--- src/rtl/xcb_pkg.sv ---
package xcb_pkg;
   localparam int XCB_LANE_W = 8;
   function automatic int xcb_lanes(input int reg_w);
      return reg_w / XCB_LANE_W;
   endfunction
endpackage

--- src/rtl/xcb_channel.sv ---
module xcb_channel
   import xcb_pkg::*;
#(
   parameter int CNT_W = 10,
   parameter int LANES = 2
)(
   input  logic             clk,
   input  logic             rst_n,
   input  logic             wr_hit,
   input  logic [LANES-1:0] byte_en,
   input  logic [CNT_W-1:0] wr_bits,
   input  logic             busy,
   input  logic             xfer_done,
   output logic [CNT_W-1:0] cnt,
   output logic             tc
);
   localparam logic [CNT_W-1:0] ONE = CNT_W'(1);

   logic [CNT_W-1:0] wmask;
   logic             dec;
   logic             load;

   for (genvar i = 0; i < CNT_W; i++) begin : g_mask
      assign wmask[i] = byte_en[i / XCB_LANE_W];
   end

   assign dec  = busy & xfer_done;
   assign load = wr_hit & ~busy;

   always_ff @(posedge clk or negedge rst_n) begin
      if (!rst_n) begin
         cnt <= '0;
         tc  <= 1'b0;
      end else begin
         tc <= dec && (cnt == ONE);
         if (dec)
            cnt <= cnt - ONE;
         else if (load)
            cnt <= (cnt & ~wmask) | (wr_bits & wmask);
      end
   end

   // each qualified strobe takes exactly one off, modulo the counter width
   a_r5_decrement: assert property (@(posedge clk) disable iff (!rst_n)
      (busy && xfer_done) |=> (cnt == $past(cnt) - ONE));
   // a busy channel without a strobe holds its count whatever software writes
   a_r6_busy_hold: assert property (@(posedge clk) disable iff (!rst_n)
      (busy && !xfer_done) |=> $stable(cnt));
   // an idle channel with no write holds its count
   a_r9_idle_hold: assert property (@(posedge clk) disable iff (!rst_n)
      (!busy && !wr_hit) |=> $stable(cnt));
   // full halfword write to an idle channel loads the data
   a_r3_full_load: assert property (@(posedge clk) disable iff (!rst_n)
      (wr_hit && !busy && (&byte_en)) |=> (cnt == $past(wr_bits)));
   // a pulse follows only a strobe taken at count one
   a_r7_tc_source: assert property (@(posedge clk) disable iff (!rst_n)
      tc |-> (cnt == '0 && $past(busy && xfer_done) && $past(cnt) == ONE));
endmodule

--- src/rtl/xcb_rdmux.sv ---
module xcb_rdmux #(
   parameter int NUM_CH = 2,
   parameter int CNT_W  = 10,
   parameter int REG_W  = 16,
   parameter int SEL_W  = 1
)(
   input  logic [SEL_W-1:0]             sel,
   input  logic [NUM_CH-1:0][CNT_W-1:0] cnts,
   output logic [REG_W-1:0]             rd_data
);
   always_comb begin
      rd_data = '0;
      for (int c = 0; c < NUM_CH; c++) begin
         if (sel == SEL_W'(c))
            rd_data = REG_W'(cnts[c]);
      end
   end

   // upper bits never read as one
   always_comb begin
      a_r2_upper_zero: assert (rd_data[REG_W-1:CNT_W] == '0);
   end
endmodule

--- src/rtl/xfer_count_bank.sv ---
module xfer_count_bank
   import xcb_pkg::*;
#(
   parameter int NUM_CH = 2,
   parameter int CNT_W  = 10,
   parameter int REG_W  = 16,
   localparam int SEL_W = (NUM_CH > 1) ? $clog2(NUM_CH) : 1,
   localparam int LANES = REG_W / 8
)(
   input  logic              clk,
   input  logic              rst_n,
   input  logic [SEL_W-1:0]  reg_sel,
   input  logic              wr_en,
   input  logic [LANES-1:0]  byte_en,
   input  logic [REG_W-1:0]  wr_data,
   output logic [REG_W-1:0]  rd_data,
   input  logic [NUM_CH-1:0] busy,
   input  logic [NUM_CH-1:0] xfer_done,
   output logic [NUM_CH-1:0] tc_pulse
);
   if (REG_W % XCB_LANE_W != 0) begin : g_bad_reg
      $error("REG_W must be a whole number of bytes");
   end
   if (CNT_W >= REG_W || CNT_W < 1) begin : g_bad_cnt
      $error("CNT_W must be at least 1 and below REG_W");
   end
   if (NUM_CH < 1) begin : g_bad_ch
      $error("NUM_CH must be at least 1");
   end

   logic [NUM_CH-1:0][CNT_W-1:0] cnts;
   logic                         unused_hi;

   assign unused_hi = ^wr_data[REG_W-1:CNT_W];

   for (genvar c = 0; c < NUM_CH; c++) begin : g_ch
      logic hit;
      assign hit = wr_en && (reg_sel == SEL_W'(c));
      xcb_channel #(.CNT_W(CNT_W), .LANES(LANES)) u_ch (
         .clk       (clk),
         .rst_n     (rst_n),
         .wr_hit    (hit),
         .byte_en   (byte_en),
         .wr_bits   (wr_data[CNT_W-1:0]),
         .busy      (busy[c]),
         .xfer_done (xfer_done[c]),
         .cnt       (cnts[c]),
         .tc        (tc_pulse[c])
      );
   end

   xcb_rdmux #(.NUM_CH(NUM_CH), .CNT_W(CNT_W), .REG_W(REG_W), .SEL_W(SEL_W)) u_rd (
      .sel     (reg_sel),
      .cnts    (cnts),
      .rd_data (rd_data)
   );

   // a pulse never lasts two cycles on any channel
   a_r7_one_cycle: assert property (@(posedge clk) disable iff (!rst_n)
      (tc_pulse != '0) |=> ((tc_pulse & $past(tc_pulse)) == '0));
endmodule

--- config.mk ---
export PLATFORM = sky130hd
export DESIGN_NAME = xfer_count_bank
export DESIGN_NICKNAME = d
export VERILOG_FILES = /design/src/rtl/xcb_pkg.sv /design/src/rtl/xcb_channel.sv /design/src/rtl/xcb_rdmux.sv /design/src/rtl/xfer_count_bank.sv
export SDC_FILE = /design/constraint.sdc
export NUM_CORES = 1
export LEC_CHECK = 0
export CAP_MARGIN = 20
export CORE_UTILIZATION = 30
export CTS_BUF_LIST = sky130_fd_sc_hd__clkbuf_8 sky130_fd_sc_hd__clkbuf_16
export CTS_CLUSTER_DIAMETER = 30
export CTS_CLUSTER_SIZE = 10
export DETAILED_ROUTE_END_ITERATION = 16
export MAX_ROUTING_LAYER = met4
export PLACE_DENSITY = 0.66
export SLEW_MARGIN = 20
export SYNTH_ARGS = -nofsm -noshare
export SYNTH_HDL_FRONTEND = slang
export SYNTH_SLANG_ARGS = --single-unit
--- constraint.sdc ---
create_clock -name clk -period 4.9 [get_ports clk]
set_clock_uncertainty 0.1 [all_clocks]
set_input_delay 1.47 -clock clk [delete_from_list [all_inputs] [get_ports clk]]
set_output_delay 1.47 -clock clk [all_outputs]
set_load 0.005 [all_outputs]
==> impl_metrics.py, run 1 <==
metrics = {
    "status": {
        "outcome": "completed",
    },
    "floorplan": {
        "top_level_ports": 44,
        "rows": 25,
        "die_y_um": 73.2,
        "die_w_um": 73.2,
        "initial_core_util": 0.318,
        "coreArea_um2": 4790,
        "die-area_um2": 5360,
    },
    "yosys": {
        "syn_inst": 160,
        "yosys.cell_types.count": 45,
        "ys_warn_count": 0,
        "synth.avg_cell_area_um2": 9.51,
        "synth.most_common_cell": "dfrtp_1",
        "synth_edf_count": 0,
        "syn_area_um2": 1520,
        "synth_top_cell_area_share": 0.362,
        "synth_seq_area_share": 0.362,
        "synthTopCellsByArea": "dfrtp_1 (36%), mux2_2 (6.7%), nand2_1 (4.2%)",
        "ys_top_cells_by_count": "dfrtp_1 (22), nand2_1 (17), mux2_2 (9), nand3_1 (9)",
        "synth-main-ff-cell": "dfrtp_1",
        "yosysTopAreaCell": "dfrtp_1",
        "synthArstFlopShare": 1.00,
        "synth-seq-cells": 22,
    },
    "critical_path": {
        "worstSetupPathType": "in2out",
        "crit_required_ns": 3.33,
        "cpMostUsedCell": "clkdlybuf4s50_1",
        "cp_num_buf_inv": 3,
        "arrival_ns": 2.98,
        "start_kind": "primary input",
        "crit_family": "buffers and inverters",
        "crit_chain": "clkdlybuf4s50_1 -> buf_4 -> mux2_2 -> clkdlybuf4s50_1",
        "max_stage_delay_ns": 0.46,
        "cp-end-kind": "output port",
        "cp_max_fo": 17,
        "crit_path_top_delay_cell": "clkdlybuf4s50_1",
    },
    "sta": {
        "max_slew_margin": 0.463,
        "setup_viol": 0,
        "rsz0062_at_grt": "false",
        "tightest_slew_ns": 0.798,
        "final.period_utilization": 0.929,
        "maxSlewViolCount": 0,
        "fin_tns_setup_ns": 0,
        "clock.fmax_mhz": 220,
        "hold_viol_final": 0,
        "fin_crit_ns": 4.55,
    },
    "drt": {
        "initialDrtViolationCount": 93,
        "vias": 1398,
        "ant_nets": 0,
        "dr.pass1.iters": 4,
        "vias_per_cell": 5.48,
        "drc": 0,
        "drt-total-wl_um": 4000,
        "wl_per_cell_um": 15.7,
    },
    "clock_tree": {
        "hold_buffers": 0,
        "clk_latency_ns": 0.26,
        "cts.path.max_buffers": 2,
        "cts-root-buf": "clkbuf_8",
        "cts.sinks": 22,
        "cts_max_level": 1,
        "cts_resized": 0,
        "path_clk_slew_ns": 0.08,
        "cts_tree": "yes",
        "cts_buffers": 3,
        "cts_setup_buffers": 0,
    },
    "global_route": {
        "grt_pass1_vias": 1302,
        "grt_pass1_wl_um": 6350,
        "grt_start_max_net_pins": 23,
        "globalRouteTotalUtil": 0.162,
        "overflow": 0,
        "antenna_found_initial": 0,
    },
    "pwr": {
        "p_comb_frac": 0.416,
        "seq_power_share": 0.438,
        "p_int_uw": 478,
        "p_clk_frac": 0.147,
        "p_switching_uw": 289,
        "p_sw_frac": 0.377,
        "p_total_uw": 767,
        "p_per_area_nw_per_um2": 402,
        "leakagePower_uw": 0.000722,
        "vdd_drop_max_v": 0.000242,
    },
    "placed_design": {
        "hpwlAfterDp_um": 3000,
        "port_buffers": 31,
        "place.gp.congestion": 0.874,
    },
    "worst_hold_path": {
        "min_path_type": "reg2reg",
    },
    "job": {
        "maxCapViolations": 0,
    },
    "finish": {
        "antenna_cells": 0,
        "fin_nets": 220,
        "syn_to_final_growth_pct": 25.3,
        "drive_gt1_frac": 0.106,
    },
}
## kinds of logic (layout without fill, tap and decap cells)
family,count (synthesis),in the layout,synth area share
compound gates,33,33,0.169
simple gates,69,69,0.281
flops,22,22,0.362
fa+ha+maj,4,4,0.0329
mux,11,11,0.0806
buf+inv,20,43,0.0715
other cells,1,6,0.00246
## worst paths after layout
kind	slack (ns)	endpoint	cells past startpoint	startpoint
worst max-delay path	0.35	rd_data[5]	4	reg_sel
worst min-delay path	0.44	register	1	register
worst max register to register	3.06	register	3	register
worst min register to register	0.44	register	1	register
max in group asynchronous	3.28	asynchronous set/reset pin	1	rst_n
min in group asynchronous	1.07	asynchronous set/reset pin	1	rst_n
## routing by layer
| metal | global-route usage | vias up | wire, um |
|---|---|---|---|
| met2 | 0.231 | 56 | 1620 |
| met4 | 0.0436 | 0 | 70 |
| met5 | - | - | 0 |
| li1 | - | 670 | - |
| met3 | 0.0345 | 7 | 250 |
| met1 | 0.229 | 665 | 2060 |
## power groups by stage
stage / registers [uW] / logic [uW] / clock network, uW
3_3_place_gp: 335 / 315 / 0
5_1_grt: 346 / 348 / 124
2_1_floorplan: 307 / 198 / 0
3_5_place_dp: 337 / 316 / 0
4_1_cts: 334 / 320 / 118
6_report: 336 / 319 / 112
## stage by stage
stage | cell area [um^2] | util | hold slack, ns | worst slack (ns) | std cells
6_report | 1910 | 0.398 | 0.438 | 0.346 | 255
5_1_grt | 1910 | 0.398 | 0.454 | 0.314 | 255
4_1_cts | 1910 | 0.399 | 0.432 | 0.348 | 255
3_5_place_dp | 1870 | 0.391 | 0.418 | 0.360 | 252
3_3_place_gp | 1870 | 0.391 | 0.422 | 0.370 | 252
2_1_floorplan | 1540 | - | 0.373 | 1.02 | 165
## cells in the final DEF, fill, tap and decap left out, types with 2 or more instances in the layout
cell             netlist  layout
clkdlybuf4s50_1        0      30
dfrtp_1               22      22
nand2_1               17      17
mux2_2                 9       9
nand3_1                9       9
nor3_1                 8       8
o211ai_1               7       7
a311oi_1               7       7
inv_1                  6       6
nor2_1                 6       6
conb_1                 1       6
o311ai_0               5       5
ha_1                   4       4
o21ai_0                3       3
nand4bb_1              3       3
nor4bb_1               3       3
nor3b_1                3       3
clkbuf_8               0       3
buf_4                  8       3
nor4_1                 2       2
or4_1                  2       2
and2_1                 2       2
and4b_1                2       2
nand4b_1               2       2
or3_1                  2       2
a221o_1                2       2
a31oi_1                2       2
## layout make-up
type / instances / area [um^2]
Clock buffer: 3 / 41.3
Fill cell: 492 / 2880
Inverter: 6 / 22.5
Multi-Input combinational cell: 123 / 881
Sequential cell: 22 / 551
Tap cell: 67 / 83.8
Timing Repair Buffer: 34 / 328
Note: power is estimated with default switching activity, not from simulation.
==> run 2, diff against run 1 <==
--- a/config.mk
+++ b/config.mk
@@ -13,7 +13,6 @@
 export DETAILED_ROUTE_END_ITERATION = 16
 export MAX_ROUTING_LAYER = met4
 export PLACE_DENSITY = 0.66
-export SLEW_MARGIN = 20
 export SYNTH_ARGS = -nofsm -noshare
 export SYNTH_HDL_FRONTEND = slang
 export SYNTH_SLANG_ARGS = --single-unit
==> impl_metrics.py, run 2 (same netlist as run 1, synthesis figures left out) <==
metrics = {
    "status": {
        "outcome": "completed",
    },
    "drt": {
        "vias": 1402,
        "vias_per_cell": 5.48,
        "initialDrtViolationCount": 99,
        "dr.pass1.iters": 4,
        "wl_per_cell_um": 15.7,
        "ant_nets": 0,
        "drc": 0,
        "drt-total-wl_um": 4010,
    },
    "floorplan": {
        "initial_core_util": 0.318,
        "rows": 25,
        "top_level_ports": 44,
        "coreArea_um2": 4790,
        "die-area_um2": 5360,
        "die_y_um": 73.2,
        "die_w_um": 73.2,
    },
    "critical_path": {
        "worstSetupPathType": "in2out",
        "start_kind": "primary input",
        "cp-end-kind": "output port",
        "cp_max_fo": 17,
        "r2r_slack_ns": 3.06,
        "crit_start": "reg_sel",
        "crit_required_ns": 3.33,
        "arrival_ns": 2.98,
        "rr_worst_depth": 3,
    },
    "finish": {
        "finish.utilization": 0.405,
        "drive_gt1_frac": 0.106,
        "final_cell_mix": "clkdlybuf4s50_1 (31), dfrtp_1 (22), nand2_1 (17)",
        "post-route-cell-area_um2": 1940,
        "syn_to_final_growth_pct": 27.5,
        "fin_nets": 221,
        "antenna_cells": 0,
        "final_common_cell": "clkdlybuf4s50_1",
    },
    "sta": {
        "tightest_slew_ns": 0.797,
        "setup_viol": 0,
        "fin_tns_setup_ns": 0,
        "hold_viol_final": 0,
        "fin_crit_ns": 4.55,
        "final.period_utilization": 0.929,
        "rsz0062_at_grt": "false",
        "hold_slack_ns": 0.440,
        "clock.fmax_mhz": 220,
        "max_slew_margin": 0.463,
        "maxSlewViolCount": 0,
    },
    "pwr": {
        "p_total_uw": 770,
        "p_per_area_nw_per_um2": 397,
        "vdd_drop_max_v": 0.000242,
        "leakagePower_uw": 0.000735,
    },
    "clock_tree": {
        "cts.path.max_buffers": 2,
        "cts_buffers": 3,
        "cts_resized": 0,
        "cts.sinks": 22,
        "clk_latency_ns": 0.26,
        "cts_setup_buffers": 0,
        "hold_buffers": 0,
        "cts_max_level": 1,
        "path_clk_slew_ns": 0.08,
        "cts_tree": "yes",
        "cts-root-buf": "clkbuf_8",
    },
    "placed_design": {
        "hpwlAfterDp_um": 3000,
        "place.gp.congestion": 0.874,
        "port_buffers": 31,
        "place_area_um2": 1870,
    },
    "global_route": {
        "antenna_found_initial": 0,
        "grt_start_max_net_pins": 23,
        "globalRouteTotalUtil": 0.162,
        "grt_pass1_vias": 1302,
        "overflow": 0,
        "grt_pass1_wl_um": 6350,
    },
    "worst_hold_path": {
        "min_path_type": "reg2reg",
        "hold_depth": 1,
    },
    "job": {
        "maxCapViolations": 0,
    },
}
==> run 2: changes by cell type in the layout (fill, tap and decap cells not counted), sizes merged <==
cell           change
clkdlybuf4s50      +1
==> run 2: where the power goes <==
part,total (uW),internal (uW),switching [uW]
logic,322,182,141
registers,335,244,91.2
clock network,112,54.9,57.6
total,770,481,289
==> run 2: routing by layer <==
layer  share of wire  vias up  routed length, um  global-route usage
met4           0.017        0                 70              0.0436
li1                -      673                  -                   -
met3           0.074        7                297              0.0345
met5               0        -                  0                   -
met2            0.40       61               1620               0.231
met1            0.50      661               2020               0.229
==> run 2: final cells by class <==
cell class | count | area [um^2]
Clock buffer | 3 | 41.3
Fill cell | 486 | 2850
Inverter | 6 | 22.5
Multi-Input combinational cell | 123 | 881
Sequential cell | 22 | 551
Tap cell | 67 | 83.8
Timing Repair Buffer | 35 | 360
==> run 2: how the worst max path moves through the flow <==
| stage | to | slack (ns) | depth (start not counted) |
|---|---|---|---|
| finish | rd_data[5] | 0.35 | 4 |
| global route | rd_data[5] | 0.31 | 4 |
| CTS | rd_data[5] | 0.35 | 4 |
| detailed placement | rd_data[5] | 0.36 | 4 |
| global placement | rd_data[5] | 0.37 | 4 |
| floorplan | rd_data[2] | 1.02 | 3 |
==> run 2: through the flow <==
stage                     setup slack (ns)  cells
after floorplan                       1.02    165
after global routing                 0.314    256
final                                0.350    256
after detailed placement             0.360    252
after global placement               0.370    252
after CTS                            0.348    255
==> run 2: worst max-delay path, cell delays in order <==
cell and delay, ns:
clkdlybuf4s50_1 0.46, buf_4 0.21, mux2_2 0.37, clkdlybuf4s50_1 0.46
==> run 3, diff against run 2 <==
--- a/config.mk
+++ b/config.mk
@@ -7,12 +7,13 @@
 export LEC_CHECK = 0
 export CAP_MARGIN = 20
 export CORE_UTILIZATION = 30
-export CTS_BUF_LIST = sky130_fd_sc_hd__clkbuf_8 sky130_fd_sc_hd__clkbuf_16
+export CTS_BUF_LIST = sky130_fd_sc_hd__clkbuf_8
 export CTS_CLUSTER_DIAMETER = 30
 export CTS_CLUSTER_SIZE = 10
 export DETAILED_ROUTE_END_ITERATION = 16
+export DONT_BUFFER_PORTS = 1
 export MAX_ROUTING_LAYER = met4
-export PLACE_DENSITY = 0.66
+export PLACE_DENSITY = 0.55
 export SYNTH_ARGS = -nofsm -noshare
 export SYNTH_HDL_FRONTEND = slang
 export SYNTH_SLANG_ARGS = --single-unit
==> constraint.sdc (replaced) <==
create_clock -name clk -period 5.2 [get_ports clk]
set_clock_uncertainty 0.1 [all_clocks]
set_input_delay 1.56 -clock clk [delete_from_list [all_inputs] [get_ports clk]]
set_output_delay 1.56 -clock clk [all_outputs]
set_load 0.005 [all_outputs]
==> impl_metrics.py, run 3 (same netlist as run 1, synthesis figures left out) <==
metrics = {
    "sta": {
        "final.period_utilization": 0.684,
        "fin_crit_ns": 3.56,
        "hold_viol_final": 0,
        "maxSlewViolCount": 0,
        "max_slew_margin": 0.330,
        "tightest_slew_ns": 0.992,
        "fin_tns_setup_ns": 0,
        "setup_viol": 0,
        "clock.fmax_mhz": 281,
        "rsz0062_at_grt": "false",
    },
    "floorplan": {
        "top_level_ports": 44,
        "rows": 25,
        "die-area_um2": 5360,
        "die_w_um": 73.2,
        "die_y_um": 73.2,
        "initial_core_util": 0.318,
        "coreArea_um2": 4790,
    },
    "critical_path": {
        "r2r_slack_ns": 3.31,
        "cp.depth": 1,
        "crit_path_end": "rd_data[6]",
        "max_stage_delay_ns": 0.33,
        "arrival_ns": 1.90,
        "crit_family": "multiplexers",
        "worstSetupPathType": "in2out",
        "rr_worst_depth": 3,
        "start_kind": "primary input",
        "crit_start": "reg_sel",
        "cp_num_buf_inv": 0,
        "crit_path_top_delay_cell": "mux2_2",
        "crit_chain": "mux2_2",
        "cp-end-kind": "output port",
        "cp_max_fo": 19,
        "crit_required_ns": 3.54,
    },
    "status": {
        "outcome": "completed",
    },
    "global_route": {
        "overflow": 0,
        "grt_pass1_vias": 1310,
        "antenna_found_initial": 0,
        "grt_pass1_wl_um": 6830,
        "globalRouteTotalUtil": 0.174,
        "grt_start_max_net_pins": 23,
    },
    "clock_tree": {
        "cts_resized": 0,
        "cts_tree": "yes",
        "path_clk_slew_ns": 0.08,
        "cts.sinks": 22,
        "clk_latency_ns": 0.26,
        "cts_buffers": 3,
        "cts_setup_buffers": 0,
        "cts-root-buf": "clkbuf_8",
        "cts_max_level": 1,
        "hold_buffers": 0,
        "cts.path.max_buffers": 2,
    },
    "drt": {
        "dr.pass1.iters": 4,
        "vias": 1317,
        "drt-total-wl_um": 4230,
        "drc": 0,
        "initialDrtViolationCount": 91,
        "ant_nets": 0,
        "vias_per_cell": 5.93,
        "wl_per_cell_um": 19.1,
    },
    "pwr": {
        "leakagePower_uw": 0.000594,
        "p_total_uw": 667,
        "p_per_area_nw_per_um2": 419,
        "vdd_drop_max_v": 0.000180,
    },
    "placed_design": {
        "hpwlAfterDp_um": 3250,
        "place.gp.congestion": 0.890,
        "port_buffers": 0,
        "place_area_um2": 1540,
    },
    "finish": {
        "drive_gt1_frac": 0.110,
        "fillers": 492,
        "syn_to_final_growth_pct": 4.69,
        "fin_nets": 186,
        "antenna_cells": 0,
        "post-route-cell-area_um2": 1590,
        "final_cell_mix": "dfrtp_1 (22), nand2_1 (17), mux2_2 (9), nand3_1 (9), nor3_1 (8)",
        "final_common_cell": "dfrtp_1",
    },
    "job": {
        "maxCapViolations": 0,
    },
    "worst_hold_path": {
        "min_path_type": "reg2reg",
    },
}
==> run 3: worst min-delay path by stage <==
| stage | startpoint | to | cells after the start |
|---|---|---|---|
| after floorplan | register | register | 1 |
| after detailed placement | register | register | 1 |
| after global placement | register | register | 1 |
| after global routing | register | register | 1 |
| final | register | register | 1 |
| after CTS | register | register | 1 |
==> run 3: area by class of cell <==
class | count | area (um^2) | area share
clock buffers | 4 | 55.1 | 0.0346
multi-input cells | 123 | 881 | 0.553
inverters | 6 | 22.5 | 0.0141
flip-flops and latches | 22 | 551 | 0.346
well taps | 67 | 83.8 | 0.0526
==> run 3: per-stage QoR <==
| stage | hold WS (ns) | utilization | setup slack, ns | std cells |
|---|---|---|---|---|
| 5_1_grt | 0.475 | 0.333 | 1.63 | 222 |
| 2_1_floorplan | 0.373 | - | 1.14 | 165 |
| 3_5_place_dp | 0.427 | 0.321 | 1.65 | 218 |
| 6_report | 0.444 | 0.333 | 1.64 | 222 |
| 3_3_place_gp | 0.423 | 0.321 | 1.64 | 218 |
| 4_1_cts | 0.440 | 0.333 | 1.64 | 222 |
==> run 3: layer usage <==
layer	wire length, um	GRT usage
met1	1870	0.228
met5	0	-
met3	423	0.0580
met4	83	0.0545
met2	1850	0.252
==> run 3: where the power goes <==
| group | internal [uW] | leakage [uW] | switching, uW |
|---|---|---|---|
| sequential | 230 | 0.000264 | 86.4 |
| combinational | 107 | 0.000302 | 118 |
| clock | 67.6 | 0.0000288 | 58.2 |
| total | 404 | 0.000594 | 263 |
